**src/rtl/regredir_pkg.sv**
```systemverilog
package regredir_pkg;
  localparam int REG_W  = 5;
  localparam int SP_REG = 2;

  typedef struct packed {
    logic             valid;
    logic             fp;
    logic [REG_W-1:0] key;
    logic [REG_W-1:0] tgt;
  } redir_entry_t;

  // True when an entry would rename the integer stack pointer
  function automatic logic sp_violation(input logic v, input logic f,
                                        input logic [REG_W-1:0] k,
                                        input logic [REG_W-1:0] t);
    return v && !f && (k == REG_W'(SP_REG)) && (t != REG_W'(SP_REG));
  endfunction
endpackage

```
**src/rtl/regredir_bank.sv**
```systemverilog
module regredir_bank
  import regredir_pkg::*;
#(
  parameter int NUM_ENTRIES = 16,
  localparam int SLOT_W = $clog2(NUM_ENTRIES)
) (
  input  logic                            clk,
  input  logic                            rst,
  input  logic                            wr_en,
  input  logic [SLOT_W-1:0]               wr_slot,
  input  logic                            wr_valid,
  input  logic                            wr_fp,
  input  logic [REG_W-1:0]                wr_key,
  input  logic [REG_W-1:0]                wr_tgt,
  output redir_entry_t [NUM_ENTRIES-1:0]  ent_q,
  output logic                            wr_err
);
  logic wr_reject;
  logic wr_accept;

  assign wr_reject = wr_en && sp_violation(wr_valid, wr_fp, wr_key, wr_tgt);
  assign wr_accept = wr_en && !wr_reject;

  always_ff @(posedge clk) begin
    if (rst) begin
      ent_q <= '0;
    end else if (wr_accept) begin
      for (int i = 0; i < NUM_ENTRIES; i++) begin
        if (wr_slot == SLOT_W'(i)) begin
          ent_q[i].valid <= wr_valid;
          ent_q[i].fp    <= wr_fp;
          ent_q[i].key   <= wr_key;
          ent_q[i].tgt   <= wr_tgt;
        end
      end
    end
  end

  always_ff @(posedge clk) begin
    if (rst) wr_err <= 1'b0;
    else     wr_err <= wr_reject;
  end

  AST_REJECT_HOLDS: assert property (@(posedge clk) disable iff (rst)
    wr_reject |=> (ent_q == $past(ent_q)));

  AST_WRITE_LANDS: assert property (@(posedge clk) disable iff (rst)
    wr_accept |=> (ent_q[$past(wr_slot)].valid == $past(wr_valid)));

  generate
    for (genvar g = 0; g < NUM_ENTRIES; g++) begin : g_sp_chk
      AST_SP_IDENTITY: assert property (@(posedge clk) disable iff (rst)
        !sp_violation(ent_q[g].valid, ent_q[g].fp, ent_q[g].key, ent_q[g].tgt));
    end
  endgenerate
endmodule

```
**src/rtl/regredir_lookup.sv**
```systemverilog
module regredir_lookup
  import regredir_pkg::*;
#(
  parameter int NUM_ENTRIES = 16
) (
  input  logic                            clk,
  input  logic                            rst,
  input  redir_entry_t [NUM_ENTRIES-1:0]  ent,
  input  logic [REG_W-1:0]                q_reg,
  input  logic                            q_fp,
  output logic [REG_W-1:0]                q_idx,
  output logic                            q_hit
);
  logic [NUM_ENTRIES-1:0] match_vec;
  logic [NUM_ENTRIES-1:0] win_vec;
  logic [REG_W-1:0]       sel_tgt;

  // Isolate the lowest set bit: lowest slot number wins
  function automatic logic [NUM_ENTRIES-1:0] lowest_one(input logic [NUM_ENTRIES-1:0] v);
    return v & (~v + NUM_ENTRIES'(1));
  endfunction

  always_comb begin
    for (int i = 0; i < NUM_ENTRIES; i++) begin
      match_vec[i] = ent[i].valid && (ent[i].fp == q_fp) && (ent[i].key == q_reg);
    end
  end

  assign win_vec = lowest_one(match_vec);

  always_comb begin
    sel_tgt = '0;
    for (int i = 0; i < NUM_ENTRIES; i++) begin
      sel_tgt = sel_tgt | ({REG_W{win_vec[i]}} & ent[i].tgt);
    end
  end

  assign q_hit = |match_vec;
  assign q_idx = q_hit ? sel_tgt : q_reg;

  AST_ONE_WINNER: assert property (@(posedge clk) disable iff (rst)
    $onehot0(win_vec));

  AST_SP_SELF: assert property (@(posedge clk) disable iff (rst)
    (!q_fp && q_reg == REG_W'(SP_REG)) |-> (q_idx == REG_W'(SP_REG)));

  AST_MISS_PASS: assert property (@(posedge clk) disable iff (rst)
    !q_hit |-> (q_idx == q_reg));
endmodule

```
**src/rtl/regredir_table.sv**
```systemverilog
module regredir_table
  import regredir_pkg::*;
#(
  parameter int NUM_ENTRIES = 16,
  localparam int SLOT_W = $clog2(NUM_ENTRIES),
  localparam int NUM_PORTS = 2
) (
  input  logic              clk,
  input  logic              rst,
  input  logic              wr_en,
  input  logic [SLOT_W-1:0] wr_slot,
  input  logic              wr_valid,
  input  logic              wr_fp,
  input  logic [REG_W-1:0]  wr_key,
  input  logic [REG_W-1:0]  wr_tgt,
  output logic              wr_err,
  input  logic [REG_W-1:0]  lk_reg_a,
  input  logic              lk_fp_a,
  output logic [REG_W-1:0]  lk_idx_a,
  output logic              lk_hit_a,
  input  logic [REG_W-1:0]  lk_reg_b,
  input  logic              lk_fp_b,
  output logic [REG_W-1:0]  lk_idx_b,
  output logic              lk_hit_b
);
  redir_entry_t [NUM_ENTRIES-1:0] ent_q;
  logic [NUM_PORTS-1:0][REG_W-1:0] p_reg;
  logic [NUM_PORTS-1:0]            p_fp;
  logic [NUM_PORTS-1:0][REG_W-1:0] p_idx;
  logic [NUM_PORTS-1:0]            p_hit;

  regredir_bank #(.NUM_ENTRIES(NUM_ENTRIES)) u_bank (
    .clk(clk), .rst(rst), .wr_en(wr_en), .wr_slot(wr_slot),
    .wr_valid(wr_valid), .wr_fp(wr_fp), .wr_key(wr_key), .wr_tgt(wr_tgt),
    .ent_q(ent_q), .wr_err(wr_err)
  );

  assign p_reg = {lk_reg_b, lk_reg_a};
  assign p_fp  = {lk_fp_b, lk_fp_a};

  generate
    for (genvar p = 0; p < NUM_PORTS; p++) begin : g_port
      regredir_lookup #(.NUM_ENTRIES(NUM_ENTRIES)) u_lookup (
        .clk(clk), .rst(rst), .ent(ent_q),
        .q_reg(p_reg[p]), .q_fp(p_fp[p]),
        .q_idx(p_idx[p]), .q_hit(p_hit[p])
      );
    end
  endgenerate

  assign lk_idx_a = p_idx[0];
  assign lk_hit_a = p_hit[0];
  assign lk_idx_b = p_idx[1];
  assign lk_hit_b = p_hit[1];

  AST_ERR_SINGLE: assert property (@(posedge clk) disable iff (rst)
    (wr_err && !wr_en) |=> !wr_err);
endmodule

```
**config.mk**
```make
export PLATFORM = sky130hd
export DESIGN_NAME = regredir_table
export DESIGN_NICKNAME = d
export VERILOG_FILES = /design/src/rtl/regredir_pkg.sv /design/src/rtl/regredir_bank.sv /design/src/rtl/regredir_lookup.sv /design/src/rtl/regredir_table.sv
export SDC_FILE = /design/constraint.sdc
export NUM_CORES = 1
export LEC_CHECK = 0
export CORE_MARGIN = 2
export CORE_UTILIZATION = 55
export DETAILED_ROUTE_END_ITERATION = 10
export PLACE_DENSITY = 0.84
export SLEW_MARGIN = 0
export SYNTH_ARGS = -nofsm -noshare
export SYNTH_HDL_FRONTEND = slang
export SYNTH_SLANG_ARGS = --single-unit
export TNS_END_PERCENT = 50
```
**constraint.sdc**
```tcl
create_clock -name clk -period 4 [get_ports clk]
set_input_delay 0.8 -clock clk [delete_from_list [all_inputs] [get_ports clk]]
set_output_delay 0.8 -clock clk [all_outputs]
set_load 0.05 [all_outputs]
```
# Yosys cells after proc, flatten, opt, wreduce, memory -nomap -nowiden
# Cells that the tools add are included.
[totals]
elab_cells = 306
regBits = 193
out_inout_bits = 13
input_bits = 31
[op_classes]
bitwise_logic = 66
n_eq_ne = 81
n_mux = 2
n_reduce_logical = 90
addsub = 2
[op_table]
columns = ["op", "n"]
rows = [
  ["$and A5 B5 Y5", 32],
  ["$eq A5 B5 Y1", 32],
  ["$or A5 B5 Y5", 30],
  ["$logic_and A1 B1 Y1", 69],
  ["$add A16 B1 Y16 const B", 2],
  ["$and A16 B16 Y16", 2],
  ["$eq A1 B1 Y1", 32],
  ["$eq A4 B4 Y1 const B", 8],
  ["$not A16 Y16", 2],
  ["$reduce_and A2 Y1", 16],
  ["$reduce_or A16 Y1", 2],
  ["$eq A4 B3 Y1 const B", 4],
  ["$mux W5", 2],
  ["$eq A4 B2 Y1 const B", 2],
  ["$eq A5 B2 Y1 const B", 1],
  ["$ne A5 B2 Y1 const B", 1],
  ["$eq A4 B1 Y1 const B", 1],
  ["$logic_not A4 Y1", 1],
  ["$logic_not A1 Y1", 2],
]

# Longest topological paths before layout
[logic_depth]
word_depth = 23
ltp_mapped = 11
ltp_nobuf = 8

# Cells and area by module
# From an unflattened synthesis, not the netlist that was laid out.
[unflattened]
hier_cells = 1280
hier_area_um2 = 12072.8
[by_module_without_submodules]
columns = ["module", "area_each_um2", "cells_each", "instances", "seq_area_each_um2"]
rows = [
  ["regredir_bank", 7713.6, 698, 1, 3863.7],
  ["regredir_lookup", 2179.6, 291, 2, 0.0],
]

# Least setup slack after synthesis
# No wires, ideal clock.
[synth_timing]
kind = "in2out"
from = "input port lk_reg_a[1]"
to = "output port lk_idx_a[0]"
n_path_buf = 2
t_required_ns = 3.200
cell_stages = 10
t_arrival_ns = 3.658
slack_ns = -0.458
path_cell_list = "buf_2 > buf_2 > xnor2_1 > nand4_1 > or4_1 > nand4_1 > nor4_1 > nand2_1 > nor2_1 > a41oi_1"
[synth_via]
elab_cells_between_ends = 68
cone_classes = "add/sub (1); eq/ne (16); mux (1); bitwise (33); reduce/logical (17)"
[synth_lines]
columns = ["element", "line_no", "rtl"]
rows = [
  ["start, declared", "regredir_table.sv:17", "input logic [REG_W-1:0] lk_reg_a,"],
  ["$eq A5 B5 Y1", "regredir_lookup.sv:25", "match_vec[i] = ent[i].valid && (ent[i].fp == q_fp) && (ent[i].key == q_reg);"],
  ["$logic_and A1 B1 Y1", "regredir_lookup.sv:25", ""],
  ["$reduce_or A16 Y1 (*)", "regredir_lookup.sv:38", "assign q_hit = |match_vec;"],
  ["named net lk_hit_a", "regredir_table.sv:20", "output logic lk_hit_a,"],
  ["$mux W5 (*)", "regredir_lookup.sv:39", "assign q_idx = q_hit ? sel_tgt : q_reg;"],
  ["end, declared", "regredir_table.sv:19", "output logic [REG_W-1:0] lk_idx_a,"],
]
# The timed path passes the listed nets; every way through them passes the cells marked *.

# Final worst setup path
[layout_timing]
from = "input port lk_reg_a[2]"
to = "output port lk_idx_a[4]"
[layout_via]
elab_chain_cells = 22
elab_cells_between_ends = 68
cone_classes = "add/sub (1); eq/ne (16); mux (1); bitwise (33); reduce/logical (17)"
[layout_rtl]
columns = ["element", "line_no", "rtl"]
rows = [
  ["$eq A5 B5 Y1", "regredir_lookup.sv:25", ""],
  ["$logic_and A1 B1 Y1", "regredir_lookup.sv:25", ""],
  ["$not A16 Y16", "regredir_lookup.sv:20", "return v & (~v + NUM_ENTRIES'(1));"],
  ["$add A16 B1 Y16", "regredir_lookup.sv:20", ""],
  ["$and A16 B16 Y16", "regredir_lookup.sv:20", ""],
  ["$and A5 B5 Y5", "regredir_lookup.sv:34", "sel_tgt = sel_tgt | ({REG_W{win_vec[i]}} & ent[i].tgt);"],
  ["$or A5 B5 Y5 (15 in series)", "regredir_lookup.sv:34", ""],
  ["$mux W5 (*)", "regredir_lookup.sv:39", ""],
]
# Mark *: on every way between the ends. The rest lies on a longest branch, timed or not.

==> reports/results.ini <==
[synthesis]
synthMostInstantiatedCell = nor2_1
synth_adder_area_share = 0
synth_mux_area_frac = 0.183
synth-simple-area-share = 0.189
synth_area_leaders = dfxtp_1 (35%), mux2i_1 (18%), nor2_1 (8.0%), xnor2_1 (8.0%), xor2_1 (7.3%)
synth_top_family_by_area = simple AND/OR/NAND/NOR gates
synth_area_leader_cell = dfxtp_1
netlist_area_um2 = 10900
synth_xor_area_frac = 0.156
synth_warnings = 0
synth_flop_cell = dfxtp_1
avgSynthCellArea_um2 = 9.15
synth_cells = 1191
synth_edf_count = 0
ys_seq_area_frac = 0.354
synth_compound_area_frac = 0.0730
ys_types = 64
ys_async_sr_fraction = 0
synth_common_cells = nor2_1 (233), mux2i_1 (198), dfxtp_1 (193), xnor2_1 (99), xor2_1 (91)
syn_nets = 1222
ys_seq_elements = 193
synth.top_cell.area_share = 0.354

[sta]
rsz0062_at_grt = yes
final.setup_skew_ns = 0
period_share = 1.06
maxSlewHeadroom = 0.381
min_period_ns = 4.22
hold_viol = 0
layout_setup_ws_ns = -0.225
setup_viol = 10
clock.fmax_mhz = 237
report.final.slew_viol_count = 0
worst_pin_slew_ns = 0.929

[critical_path]
crit_type = in2out
path_delay_family = simple AND/OR/NAND/NOR gates
cp_slowest_cell = nor3_1
start_kind = primary input
crit_path_end_kind = output pin
crit_path_cell_trace = buf_2, buf_6, buf_6, buf_4, xor2_1, nor2_1, and4_1, nor3_1, nand3_1, o211ai_1, a211oi_4, a41oi_4, buf_12
critical_path.max_fanout = 8
critPathBufInv = 5
cp.arrival_ns = 3.42
max_stage_delay_ns = 0.54
cp.required_ns = 3.20
crit_top_cell = buf_6

[routing]
dr_total_vias = 11117
ant_nets = 0
drt-initial-drc-count = 1556
viasPerCell = 6.79
remaining_drc_errors = 0
first_pass_iters = 9
wl_um = 43300
wl_per_cell_um = 26.5

[global_route]
grt_max_degree = 118
grt_pass1_wl_um = 63800
grt_antenna_before_repair = 1
grt-ovfl-total = 0
track_usage = 0.405
grt_pass1_vias = 11263

[die]
fp.dieH_um = 145
io_pins = 44
core_um2 = 19500
die-width_um = 145
rows = 51
start_util = 0.560
die-area_um2 = 21000

[cts]
insertion_delay_ns = 0.46
clk_pin_slew_worst_paths_ns = 0.07
cts_tree = built
cts_max_level = 4
cts-root-buf = clkbuf_16
ctsHoldBuffers = 0
cts_made_buffers = 17
clkSinkCount = 193
cts_buffer_depth = 2

[finish]
regArea_um2 = 3860
n_antenna_cell = 0
area_delta_synth_final_pct = 34.2
final_layout_size_suffix_gt1_frac = 0.276
final_cells = 1637
nets = 1390
fillers = 1108
design_area_um2 = 14600
multi_input_area_um2 = 7370

[placement]
io_buffers = 43
place_hpwl_um = 23000
placed_area_um2 = 12500
dp_slack_ns = -0.623
dp.cells = 1543
routabilityCongestion = 0.998

[job]
maxCapViolCount = 0

[power]
p_comb_frac = 0.140
intPower_mw = 3.23
vdd.ir_drop.worst_uv = 376
p_seq_frac = 0.448
p_clk_frac = 0.412
power_switching_mw = 1.18
sw_frac_of_total = 0.267
p_per_area_nw_per_um2 = 302
p_leak_nw = 5.86

[status]
status = complete, but fails checks
violations = setup timing

[worst_hold_path]
worstHoldPathType = reg2reg

==> repair_timing <==
action	in CTS	in global routing
pin swaps	61	37
hold endpoints to repair	0	0
setup buffers	56	8
setup endpoints to repair	12	11
gates cloned	4	0
resized for setup	170	48
==> state kept, by name (all words and copies together), names as in the netlist <==
name	count
u_bank.ent_q	192
u_bank.wr_err	1
==> tightest hold or removal path, stage by stage (launching register included) <==
cell     delay, ns
dfxtp_1       0.33
mux2i_1       0.07
nor2_1        0.07
==> cell usage in the layout, fill, tap and decap left out, types with 5 or more instances in the layout <==
cell	n
a22oi_1	8
or4_1	6
inv_1	6
a221o_1	7
nor4_4	14
nor2b_1	7
clkdlybuf4s50_1	18
nor4_1	7
o21ai_1	9
nand2_4	5
buf_12	31
a21oi_2	6
nand3_1	13
clkbuf_16	17
a21oi_1	14
nand2_1	19
nand4_1	36
mux2i_1	198
buf_4	157
or4_4	7
a22o_1	7
a221oi_2	10
a22oi_2	5
nor2_1	228
nor3_1	11
dfxtp_1	193
a221oi_1	9
xor2_1	85
buf_6	27
xnor2_1	78
xnor2_2	19
==> power by group through the flow <==
stage	Combinational, mW	Sequential [mW]	Clock (mW)
after floorplan	0.299	2.01	0
after global placement	0.472	2.01	0
after detailed placement	0.482	2.01	0
after CTS	0.565	1.97	1.79
after global routing	0.630	1.98	1.89
final	0.618	1.98	1.82
==> cells by family (layout without fill, tap and decap cells) <==
| logic type | after synthesis | in the layout |
|---|---|---|
| and+or+nand+nor | 399 | 399 |
| muxes | 199 | 199 |
| DFF | 193 | 193 |
| xor gates and xnor gates | 192 | 192 |
| AOI/OAI and AO/OA | 108 | 108 |
| buffers and inverters | 100 | 281 |
==> stage by stage <==
step	hold WS [ns]	util	TNS (ns)	power, mW
2_1_floorplan	0.460	-	-0.579	2.31
3_3_place_gp	0.475	0.644	-5.23	2.49
3_5_place_dp	0.489	0.644	-5.67	2.50
4_1_cts	0.504	0.738	-0.0287	4.33
5_1_grt	0.551	0.752	-1.97	4.49
6_report	0.505	0.752	-1.62	4.41
==> metal layers <==
| layer | GRT usage | up-vias | wire [um] |
|---|---|---|---|
| met5 | 0 | - | 13 |
| met1 | 0.447 | 5206 | 14600 |
| met4 | 0.307 | 2 | 4570 |
| met2 | 0.659 | 981 | 19300 |
| met3 | 0.119 | 438 | 4840 |
| li1 | - | 4490 | - |
==> worst paths after layout <==
path,from,to,slack [ns],cells past startpoint
worst max-delay path,lk_reg_a[2],lk_idx_a[4],-0.22,13
worst min-delay path,u_bank.ent_q[88],u_bank.ent_q[88],0.50,2
worst max register to register,u_bank.ent_q[10],u_bank.ent_q[10],2.90,2
worst min register to register,u_bank.ent_q[88],u_bank.ent_q[88],0.50,2
==> layout make-up <==
class	count	share of cell area
Tap cell	265	0.0227
Multi-Input combinational cell	898	0.504
Clock buffer	20	0.0312
Clock inverter	12	0.0106
Timing Repair Buffer	242	0.166
Inverter	7	0.00180
Sequential cell	193	0.264
Power figures use the tool's default switching activity.
